**config.mk**
```make
export PLATFORM = sky130hd
export DESIGN_NAME = cnu_minsum_row
export DESIGN_NICKNAME = d
export VERILOG_FILES = /design/src/rtl/cnu_pkg.sv /design/src/rtl/cnu_mag_split.sv /design/src/rtl/cnu_min_track.sv /design/src/rtl/cnu_scale.sv /design/src/rtl/cnu_minsum_row.sv
export SDC_FILE = /design/constraint.sdc
export NUM_CORES = 1
export LEC_CHECK = 0
export ABC_AREA = 1
export CAP_MARGIN = 20
export CORE_ASPECT_RATIO = 1.75
export CORE_MARGIN = 1.5
export CORE_UTILIZATION = 40
export CTS_CLUSTER_DIAMETER = 100
export DETAILED_ROUTE_END_ITERATION = 10
export SLEW_MARGIN = 5
export SYNTH_ARGS = -nofsm -noshare
export SYNTH_HDL_FRONTEND = slang
export SYNTH_SLANG_ARGS = --single-unit
```
**constraint.sdc**
```tcl
create_clock -name clk -period 6.5 [get_ports clk]
set_clock_uncertainty 0.15 [all_clocks]
set_input_delay 0.975 -clock clk [delete_from_list [all_inputs] [get_ports clk]]
set_output_delay 0.975 -clock clk [all_outputs]
set_load 0.01 [all_outputs]
```
**src/rtl/cnu_pkg.sv**
```systemverilog
package cnu_pkg;
    typedef enum logic [1:0] {
        S_IDLE   = 2'd0,
        S_GATHER = 2'd1,
        S_EMIT   = 2'd2
    } cnu_state_e;
endpackage

```
**src/rtl/cnu_mag_split.sv**
```systemverilog
// Splits a two's-complement message into sign and saturated magnitude.
module cnu_mag_split #(
    parameter int Q = 4
) (
    input  logic [Q-1:0] msg,
    output logic         neg,
    output logic [Q-2:0] mag
);
    localparam int MW = Q - 1;

    always_comb begin
        neg = msg[Q-1];
        if (msg == {1'b1, {MW{1'b0}}}) begin
            mag = '1;
        end else if (neg) begin
            mag = ~msg[Q-2:0] + MW'(1);
        end else begin
            mag = msg[Q-2:0];
        end
    end
endmodule

```
**src/rtl/cnu_min_track.sv**
```systemverilog
// Keeps the compressed row summary: two minima, index, parity, edge signs.
module cnu_min_track #(
    parameter int MW      = 3,
    parameter int MAX_DEG = 24,
    parameter int IW      = 5
) (
    input  logic               clk,
    input  logic               rst_n,
    input  logic               en,
    input  logic               first,
    input  logic [IW-1:0]      idx,
    input  logic [MW-1:0]      mag,
    input  logic               neg,
    output logic [MW-1:0]      min1,
    output logic [MW-1:0]      min2,
    output logic [IW-1:0]      min_idx,
    output logic               par,
    output logic [MAX_DEG-1:0] signs
);
    always_ff @(posedge clk) begin
        if (!rst_n) begin
            min1    <= '0;
            min2    <= '0;
            min_idx <= '0;
            par     <= 1'b0;
        end else if (en) begin
            if (first) begin
                min1    <= mag;
                min2    <= '1;
                min_idx <= idx;
                par     <= neg;
            end else begin
                par <= par ^ neg;
                if (mag < min1) begin
                    min2    <= min1;
                    min1    <= mag;
                    min_idx <= idx;
                end else if (mag < min2) begin
                    min2 <= mag;
                end
            end
        end
    end

    for (genvar g = 0; g < MAX_DEG; g++) begin : g_sign
        always_ff @(posedge clk) begin
            if (!rst_n) begin
                signs[g] <= 1'b0;
            end else if (en && (idx == IW'(g))) begin
                signs[g] <= neg;
            end
        end
    end
endmodule

```
**src/rtl/cnu_scale.sv**
```systemverilog
// Applies the 3/4 correction and restores the sign.
module cnu_scale #(
    parameter int MW = 3
) (
    input  logic [MW-1:0] mag,
    input  logic          neg,
    output logic [MW:0]   msg
);
    logic [MW-1:0] scaled;

    always_comb begin
        scaled = mag - (mag >> 2);
        msg    = neg ? -{1'b0, scaled} : {1'b0, scaled};
    end
endmodule

```
**src/rtl/cnu_minsum_row.sv**
```systemverilog
module cnu_minsum_row #(
    parameter int Q       = 4,
    parameter int MAX_DEG = 24
) (
    input  logic                         clk,
    input  logic                         rst_n,
    input  logic [$clog2(MAX_DEG+1)-1:0] cfg_degree,
    input  logic [Q-2:0]                 cfg_thresh,
    input  logic                         new_frame,
    input  logic                         in_valid,
    input  logic [Q-1:0]                 in_msg,
    output logic                         in_ready,
    output logic                         out_valid,
    output logic [Q-1:0]                 out_msg,
    output logic                         out_last,
    output logic                         asleep
);
    import cnu_pkg::*;

    localparam int MW = Q - 1;
    localparam int IW = $clog2(MAX_DEG);
    localparam int DW = $clog2(MAX_DEG + 1);

    cnu_state_e state_q, state_d;

    logic [DW-1:0] cnt_q;
    logic [DW-1:0] deg_q;
    logic [DW-1:0] deg_clamped;
    logic          burst_skip_q;
    logic          sleep_q;

    logic          accept;
    logic          first_in;
    logic          last_in;
    logic          skip_now;
    logic          upd_en;
    logic          emit_done;
    logic [IW-1:0] cur_idx;
    logic [IW-1:0] emit_idx;

    logic          in_neg;
    logic [MW-1:0] in_mag;

    logic [MW-1:0]      min1, min2;
    logic [IW-1:0]      min_idx;
    logic               par;
    logic [MAX_DEG-1:0] signs;

    logic [MW-1:0] sel_mag;
    logic          sel_neg;
    logic [MW:0]   scaled_msg;

    // ---------------- control decode ----------------
    always_comb begin
        if (cfg_degree < DW'(2)) begin
            deg_clamped = DW'(2);
        end else if (cfg_degree > DW'(MAX_DEG)) begin
            deg_clamped = DW'(MAX_DEG);
        end else begin
            deg_clamped = cfg_degree;
        end
    end

    assign in_ready  = (state_q != S_EMIT);
    assign accept    = in_valid && in_ready;
    assign first_in  = (state_q == S_IDLE);
    assign last_in   = accept && (state_q == S_GATHER) && (cnt_q == deg_q - DW'(1));
    assign skip_now  = first_in ? (sleep_q && !new_frame) : burst_skip_q;
    assign upd_en    = accept && !skip_now;
    assign cur_idx   = first_in ? '0 : cnt_q[IW-1:0];
    assign emit_idx  = cnt_q[IW-1:0];
    assign emit_done = (state_q == S_EMIT) && (cnt_q == deg_q - DW'(1));

    // ---------------- state register ----------------
    always_ff @(posedge clk) begin
        if (!rst_n) begin
            state_q <= S_IDLE;
        end else begin
            state_q <= state_d;
        end
    end

    // ---------------- next state ----------------
    always_comb begin
        state_d = state_q;
        unique case (state_q)
            S_IDLE:   if (accept)    state_d = S_GATHER;
            S_GATHER: if (last_in)   state_d = S_EMIT;
            S_EMIT:   if (emit_done) state_d = S_IDLE;
            default:                 state_d = S_IDLE;
        endcase
    end

    // ---------------- burst bookkeeping ----------------
    always_ff @(posedge clk) begin
        if (!rst_n) begin
            cnt_q        <= '0;
            deg_q        <= DW'(2);
            burst_skip_q <= 1'b0;
            sleep_q      <= 1'b0;
        end else begin
            unique case (state_q)
                S_IDLE: begin
                    if (new_frame) begin
                        sleep_q <= 1'b0;
                    end
                    if (accept) begin
                        cnt_q        <= DW'(1);
                        deg_q        <= deg_clamped;
                        burst_skip_q <= skip_now;
                    end
                end
                S_GATHER: begin
                    if (accept) begin
                        cnt_q <= last_in ? '0 : cnt_q + DW'(1);
                    end
                end
                S_EMIT: begin
                    cnt_q <= emit_done ? '0 : cnt_q + DW'(1);
                    if (emit_done && !burst_skip_q && !par && (min1 > cfg_thresh)) begin
                        sleep_q <= 1'b1;
                    end
                end
                default: cnt_q <= '0;
            endcase
        end
    end

    // ---------------- datapath ----------------
    cnu_mag_split #(.Q(Q)) u_split (
        .msg (in_msg),
        .neg (in_neg),
        .mag (in_mag)
    );

    cnu_min_track #(.MW(MW), .MAX_DEG(MAX_DEG), .IW(IW)) u_track (
        .clk     (clk),
        .rst_n   (rst_n),
        .en      (upd_en),
        .first   (first_in),
        .idx     (cur_idx),
        .mag     (in_mag),
        .neg     (in_neg),
        .min1    (min1),
        .min2    (min2),
        .min_idx (min_idx),
        .par     (par),
        .signs   (signs)
    );

    always_comb begin
        sel_mag = (emit_idx == min_idx) ? min2 : min1;
        sel_neg = par ^ signs[emit_idx];
    end

    cnu_scale #(.MW(MW)) u_scale (
        .mag (sel_mag),
        .neg (sel_neg),
        .msg (scaled_msg)
    );

    // ---------------- outputs ----------------
    always_comb begin
        out_valid = (state_q == S_EMIT);
        out_last  = emit_done;
        out_msg   = out_valid ? scaled_msg : '0;
        asleep    = sleep_q;
    end
endmodule

```
==> summary.txt, run 1 <==
STA
  – Crit share post-route: 0.710
  – Fin crit period: 4610 ps
  – Worst Max-Slew Pin Slew: 1010 ps
  – Fmax: 217 MHz
  – Final Hold Violating Endpoints: 0
  – Post-route setup TNS: 0 ps
  – RSZ-0062 raised after global routing: false
  – Setup Viol. Count Final: 0
  – Final Max Slew Viols: 0
  – Max_slew headroom: 0.324

Clock tree
  – Max H-tree Level: 2
  – Post_cts resized: 0
  – TritonCTS Buffers: 5
  – Clk buf depth: 2
  – Post-CTS Setup Repair Bufs: 0
  – Worst skew pair latency: 290 ps
  – Sink Count: 50
  – Clock Pin Slew Worst Setup and Hold Paths: 60 ps
  – Clock root buffer: clkbuf_16
  – CTS Hold Bufs: 0
  – CTS tree: built

Synth
  – Mean Syn Cell Area: 6.43 µm²
  – Post-Synth XOR/XNOR Area: 0.0281
  – Area of the mapped netlist: 0.00312 mm²
  – Multiplexer area fraction after synthesis: 0
  – Compound-Gate Fraction of Synth Area: 0.177
  – Synth Instances: 485
  – Synth Register Bits: 50
  – Fraction of the mapped netlist area in adder cells: 0.0522
  – Seq/Total Area, Yosys: 0.321
  – Synth Area in Simple Gates: 0.315
  – Yosys warns: 0
  – Main combinational cell family by area after synthesis: simple AND/OR/NAND/NOR gates
  – Net Count, Synth: 514
  – Library cells used by synthesis: 31

Layout
  – Antenna Cells: 0
  – Register area: 0.00100 mm²
  – Share of layout cells above drive strength 1: 0.0400
  – Most frequent cells in the layout: 102 x nand2_1, 68 x inv_1, 57 x nor2_1
  – FILL cells: 818
  – Finished Core Util: 0.467
  – Multi-input gate area: 0.00178 mm²
  – Commonest non-fill, non-tap cell in the layout: nand2_1
  – Nets: 529
  – Area delta synth->final: 13.4%

Power
  – Leak pwr: 1.44 nW
  – PwrDens: 270 mW/mm²
  – Maximum VDD drop: 0.112 mV

Setup path
  – Critical Path RT: 5370 ps
  – Element type at the critical path start: flip-flop
  – Worst setup path class: flip-flop to output port
  – Critical path arrival: 3490 ps
  – Crit-path max FO: 11
  – Worst Setup End Kind: output port
  – R2R Setup Slk: 3670 ps

Placement
  – Routability cong.: 0.890
  – Final HPWL DP: 6360 µm
  – I/O Buffers: 23

Floorplan
  – Rows: 42
  – Die X-Extent: 69.7 µm
  – Ports: 24
  – Die ar.: 0.00835 mm²
  – Core area: 0.00757 mm²
  – Die span in y: 120 µm
  – Initial Util: 0.412

Flow run
  – Max_cap viols: 0

Route
  – Iter 0 DRT Violations: 216
  – Drt pass-1 iters: 5
  – DR vias/cell: 5.33
  – Routed WL per cell: 14.6 µm
  – Via count: 3136
  – Final wirelength: 8600 µm
  – Final ANT Viol Nets: 0
  – DRC viols: 0

Global route
  – Total GRT Usage: 0.217
  – Antenna violations before repair: 0
  – Vias in the first global route: 3074
  – Largest net degree at the start of global routing: 29
  – First-pass GRT wire length: 14400 µm
  – Remaining global-route overflow: 0

Min path
  – HP Class: flip-flop to flip-flop

Status
  – Status: completed
==> report_power, final <==
part | switching [mW] | leakage, nW | internal, mW
combinational | 0.222 | 0.968 | 0.123
sequential | 0.0270 | 0.407 | 0.328
clock | 0.114 | 0.0640 | 0.141
total | 0.362 | 1.44 | 0.592
==> sequential cells by signal, summed over array words and instances (netlist names) <==
name             count
u_track.min_idx      5
u_track.signs       24
u_track.min2         3
burst_skip_q         1
u_track.par          1
deg_q                5
asleep               1
state_q              2
u_track.min1         3
cnt_q                5
==> critical path, stage by stage, from the launching register on <==
cell	delay, ps
dfxtp_1	630
inv_1	210
nand2_1	100
nand2_1	60
nor2_1	230
nand3_1	220
nand2_1	150
nand2_1	90
inv_1	70
ha_1	140
ha_1	240
ha_1	200
nand3_1	80
nand2_1	60
nand2_1	50
nand2_1	50
nor2_1	80
clkdlybuf4s50_1	530
==> synth_stat cells (all sizes together) <==
library cell    n  share of area
o21a            1         0.0024
o22ai           1         0.0020
nand4           6          0.012
o31ai           1         0.0068
and3            1         0.0020
a21oi          45          0.073
nor2           59          0.076
a211oi          6          0.014
inv            72          0.087
clkbuf         12          0.014
o21ai          32          0.053
ha             13          0.052
nor3            5         0.0080
o211ai          4         0.0096
a41oi           3         0.0084
or4             1         0.0024
dfxtp          50           0.32
nor4            4         0.0080
nand2         106           0.13
xnor2           4          0.011
a31oi           1         0.0040
xor2            6          0.017
a311oi          1         0.0028
nand3          47          0.075
buf             4         0.0060
==> kinds of logic after synthesis <==
kind of cell             Yosys count
AO/OA/AOI/OAI                     95
adder cells (fa/ha/maj)           13
XOR/XNOR                          10
buffers and inverters             88
flip-flops                        50
AND/OR/NAND/NOR                  229
==> routing by layer <==
metal / global-route usage / vias to the layer above / share of wire
met3: 0.0277 / 24 / 0.037
met1: 0.231 / 1423 / 0.40
met4: 0.129 / 0 / 0.038
met2: 0.401 / 76 / 0.53
li1: - / 1613 / -
met5: 0 / - / 0
==> layout make-up <==
cell class	count	area share
multi-input combinational	347	0.504
clock buffer	7	0.0375
tap	88	0.0312
sequential	50	0.283
inverter	72	0.0765
timing repair buffer	24	0.0673
==> per-stage QoR <==
step | instance area [µm²] | std cells | setup slack [ps] | hold slack (ps) | power, mW
after floorplan | 3120 | 485 | 3180 | 274 | 0.606
after global placement | 3400 | 581 | 2140 | 293 | 0.701
after detailed placement | 3400 | 581 | 1980 | 302 | 0.706
after CTS | 3530 | 588 | 1890 | 312 | 0.963
after global routing | 3530 | 588 | 1560 | 336 | 1.03
final | 3530 | 588 | 1890 | 305 | 0.954
==> path summary, 6_finish.rpt <==
path,startpoint,end,cells after the start
max,cnt_q[2]$_SDFFE_PN0P_,out_msg[2],17
min,u_track.signs[14]$_SDFFE_PN0P_,u_track.signs[14]$_SDFFE_PN0P_,2
max reg2reg,cnt_q[0]$_SDFFE_PN0P_,u_track.signs[13]$_SDFFE_PN0P_,9
min reg2reg,u_track.signs[14]$_SDFFE_PN0P_,u_track.signs[14]$_SDFFE_PN0P_,2
Power figures use the tool's default switching activity.
==> run 2: changes to the inputs <==
- clock period: 6.5 -> 4.65 ns (I/O delays scaled with it)
==> summary.txt, run 2 (synthesized netlist as in run 1, its figures left out) <==
Power
  – Clock share of power: 0.279 (was 0.267)
  – P_int: 0.847 mW (was 0.592 mW)
  – Maximum VDD drop: 0.147 mV (was 0.112 mV)
  – Switching Fraction: 0.374 (was 0.380)
  – Comb pwr share: 0.359 (was 0.361)
  – Sw Pwr: 0.506 mW (was 0.362 mW)
  – Sequential Power Share: 0.362 (was 0.372)
  – Leak pwr: 1.47 nW (was 1.44 nW)
  – PwrDens: 378 mW/mm² (was 270 mW/mm²)
  – Final Power: 1.35 mW (was 0.954 mW)

Floorplan
  – Rows: 42 (unchanged)
  – Ports: 24 (unchanged)
  – Die span in y: 120 µm (unchanged)
  – Die X-Extent: 69.7 µm (unchanged)
  – Core area: 0.00757 mm² (unchanged)
  – Initial Util: 0.412 (unchanged)
  – Die ar.: 0.00835 mm² (unchanged)

Setup path
  – R2R Path Start: state_q[1]$_SDFFE_PN0P_ (was cnt_q[0]$_SDFFE_PN0P_)
  – Worst Setup End Kind: output port (unchanged)
  – Crit-path max FO: 11 (unchanged)
  – Critical Path RT: 3800 ps (was 5370 ps)
  – R2R Setup Slk: 2040 ps (was 3670 ps)
  – Critical path arrival: 3200 ps (was 3490 ps)
  – Element type at the critical path start: flip-flop (unchanged)
  – Reg-to-reg endpoint: u_track.signs[8]$_SDFFE_PN0P_ (was u_track.signs[13]$_SDFFE_PN0P_)
  – Worst setup path class: flip-flop to output port (unchanged)
  – Reg2reg path depth: 10 (was 9)

Clock tree
  – Sink Count: 50 (unchanged)
  – Post-CTS Setup Repair Bufs: 0 (unchanged)
  – CTS tree: built (unchanged)
  – TritonCTS Buffers: 5 (unchanged)
  – Max H-tree Level: 2 (unchanged)
  – Clock root buffer: clkbuf_16 (unchanged)
  – Worst skew pair latency: 300 ps (was 290 ps)
  – CTS Hold Bufs: 0 (unchanged)
  – Clk buf depth: 2 (unchanged)
  – Post_cts resized: 0 (unchanged)
  – Clock Pin Slew Worst Setup and Hold Paths: 70 ps (was 60 ps)

Layout
  – Fin area: 0.00358 mm² (was 0.00353 mm²)
  – Multi-input gate area: 0.00178 mm² (unchanged)
  – Most frequent cells in the layout: 102 x nand2_1, 68 x inv_1, 57 x nor2_1 (unchanged)
  – Share of layout cells above drive strength 1: 0.0515 (was 0.0400)
  – FILL cells: 816 (was 818)
  – Fin cells: 593 (was 588)
  – Commonest non-fill, non-tap cell in the layout: nand2_1 (unchanged)
  – Biggest register: u_track.signs (unchanged)
  – Antenna Cells: 0 (unchanged)
  – Nets: 533 (was 529)
  – Max reg flops: 24 (unchanged)
  – Area delta synth->final: 14.8% (was 13.4%)
  – Register area: 0.00100 mm² (unchanged)

Min path
  – Hold Crit Endpoint: u_track.signs[2]$_SDFFE_PN0P_ (was u_track.signs[14]$_SDFFE_PN0P_)
  – HP Class: flip-flop to flip-flop (unchanged)
  – Hold_sp: u_track.signs[2]$_SDFFE_PN0P_ (was u_track.signs[14]$_SDFFE_PN0P_)
  – Hold path depth: 2 (unchanged)

Placement
  – Final HPWL DP: 6690 µm (was 6360 µm)
  – Routability cong.: 0.899 (was 0.890)
  – I/O Buffers: 23 (unchanged)
  – Placed cell area: 0.00343 mm² (was 0.00340 mm²)
  – Pre-CTS WS: 846 ps (was 1980 ps)
  – Placed Cells incl. Taps: 585 (was 581)

Global route
  – Largest net degree at the start of global routing: 29 (unchanged)
  – Antenna violations before repair: 0 (unchanged)
  – Total GRT Usage: 0.219 (was 0.217)
  – Vias in the first global route: 3081 (was 3074)
  – Remaining global-route overflow: 0 (unchanged)
  – First-pass GRT wire length: 14500 µm (was 14400 µm)

STA
  – Post-route setup TNS: 0 ps (unchanged)
  – Final worst slack: 606 ps (was 1890 ps)
  – Setup Viol. Count Final: 0 (unchanged)
  – Fmax: 247 MHz
  – Final Max Slew Viols: 0 (unchanged)
  – Crit share post-route: 0.870
  – Fin crit period: 4040 ps
  – Max_slew headroom: 0.467 (was 0.324)
  – Worst Max-Slew Pin Slew: 799 ps (was 1010 ps)
  – Final Hold Violating Endpoints: 0 (unchanged)
  – RSZ-0062 raised after global routing: false (unchanged)

Route
  – DR vias/cell: 5.30 (was 5.33)
  – Via count: 3145 (was 3136)
  – Final ANT Viol Nets: 0 (unchanged)
  – Iter 0 DRT Violations: 123 (was 216)
  – Drt pass-1 iters: 5 (unchanged)
  – DRC viols: 0 (unchanged)
  – Final wirelength: 8820 µm (was 8600 µm)
  – Routed WL per cell: 14.9 µm (was 14.6 µm)

Status
  – Status: completed (unchanged)

Flow run
  – Max_cap viols: 0 (unchanged)
-- run 2: cell types whose count changed in the layout (fill, tap and decap cells not counted), sizes merged --
cell	delta
buf	+4
clkinv	+1
-- run 2: worst max-delay path: stages, from the launching register on --
cell,delay (ps)
dfxtp_1,310
buf_4,180
inv_1,140
nand2_1,80
nand2_1,50
nor2_1,200
nand3_1,210
nand2_1,150
nand2_1,90
inv_1,60
ha_1,140
ha_1,240
ha_1,210
nand3_1,90
nand2_1,50
nand2_1,50
nand2_1,50
nor2_1,80
clkdlybuf4s50_1,530
-- run 2: area by class of cell --
type                    instances  area share
flip-flops and latches         50       0.280
repair buffers                 28      0.0748
clock inverters                 1     0.00140
clock buffers                   7      0.0399
multi-input cells             347       0.498
well taps                      88      0.0308
inverters                      72      0.0755
-- run 2: worst max-delay path by stage --
| stage | cells after the start | slack (ps) | startpoint | endpoint |
|---|---|---|---|---|
| detailed placement | 13 | 850 | in_msg[3] | u_track.min2[1]$_SDFFE_PN0P_ |
| finish | 18 | 610 | cnt_q[2]$_SDFFE_PN0P_ | out_msg[2] |
| global placement | 18 | 930 | cnt_q[2]$_SDFFE_PN0P_ | out_msg[2] |
| floorplan | 16 | 1610 | cnt_q[2]$_SDFFE_PN0P_ | out_msg[2] |
| CTS | 17 | 590 | cnt_q[3]$_SDFFE_PN0P_ | out_msg[2] |
| global route | 17 | 320 | cnt_q[3]$_SDFFE_PN0P_ | out_msg[2] |
-- run 2: metrics by stage --
stage	hold WS, ps	util
3_5_place_dp	294	0.453
3_3_place_gp	290	0.453
2_1_floorplan	274	-
5_1_grt	330	0.473
6_report	304	0.473
4_1_cts	305	0.473
-- run 2: routing by layer --
| metal | global-route usage | wire, µm |
|---|---|---|
| met2 | 0.404 | 4740 |
| met3 | 0.0302 | 272 |
| met5 | 0 | 0 |
| met4 | 0.119 | 327 |
| met1 | 0.237 | 3480 |
-- run 2: power by group through the flow --
stage / registers, mW / logic (mW) / clock network [mW]
detailed placement: 0.499 / 0.488 / 0
floorplan: 0.488 / 0.359 / 0
global placement: 0.498 / 0.482 / 0
finish: 0.489 / 0.486 / 0.378
global route: 0.493 / 0.560 / 0.403
CTS: 0.489 / 0.490 / 0.388
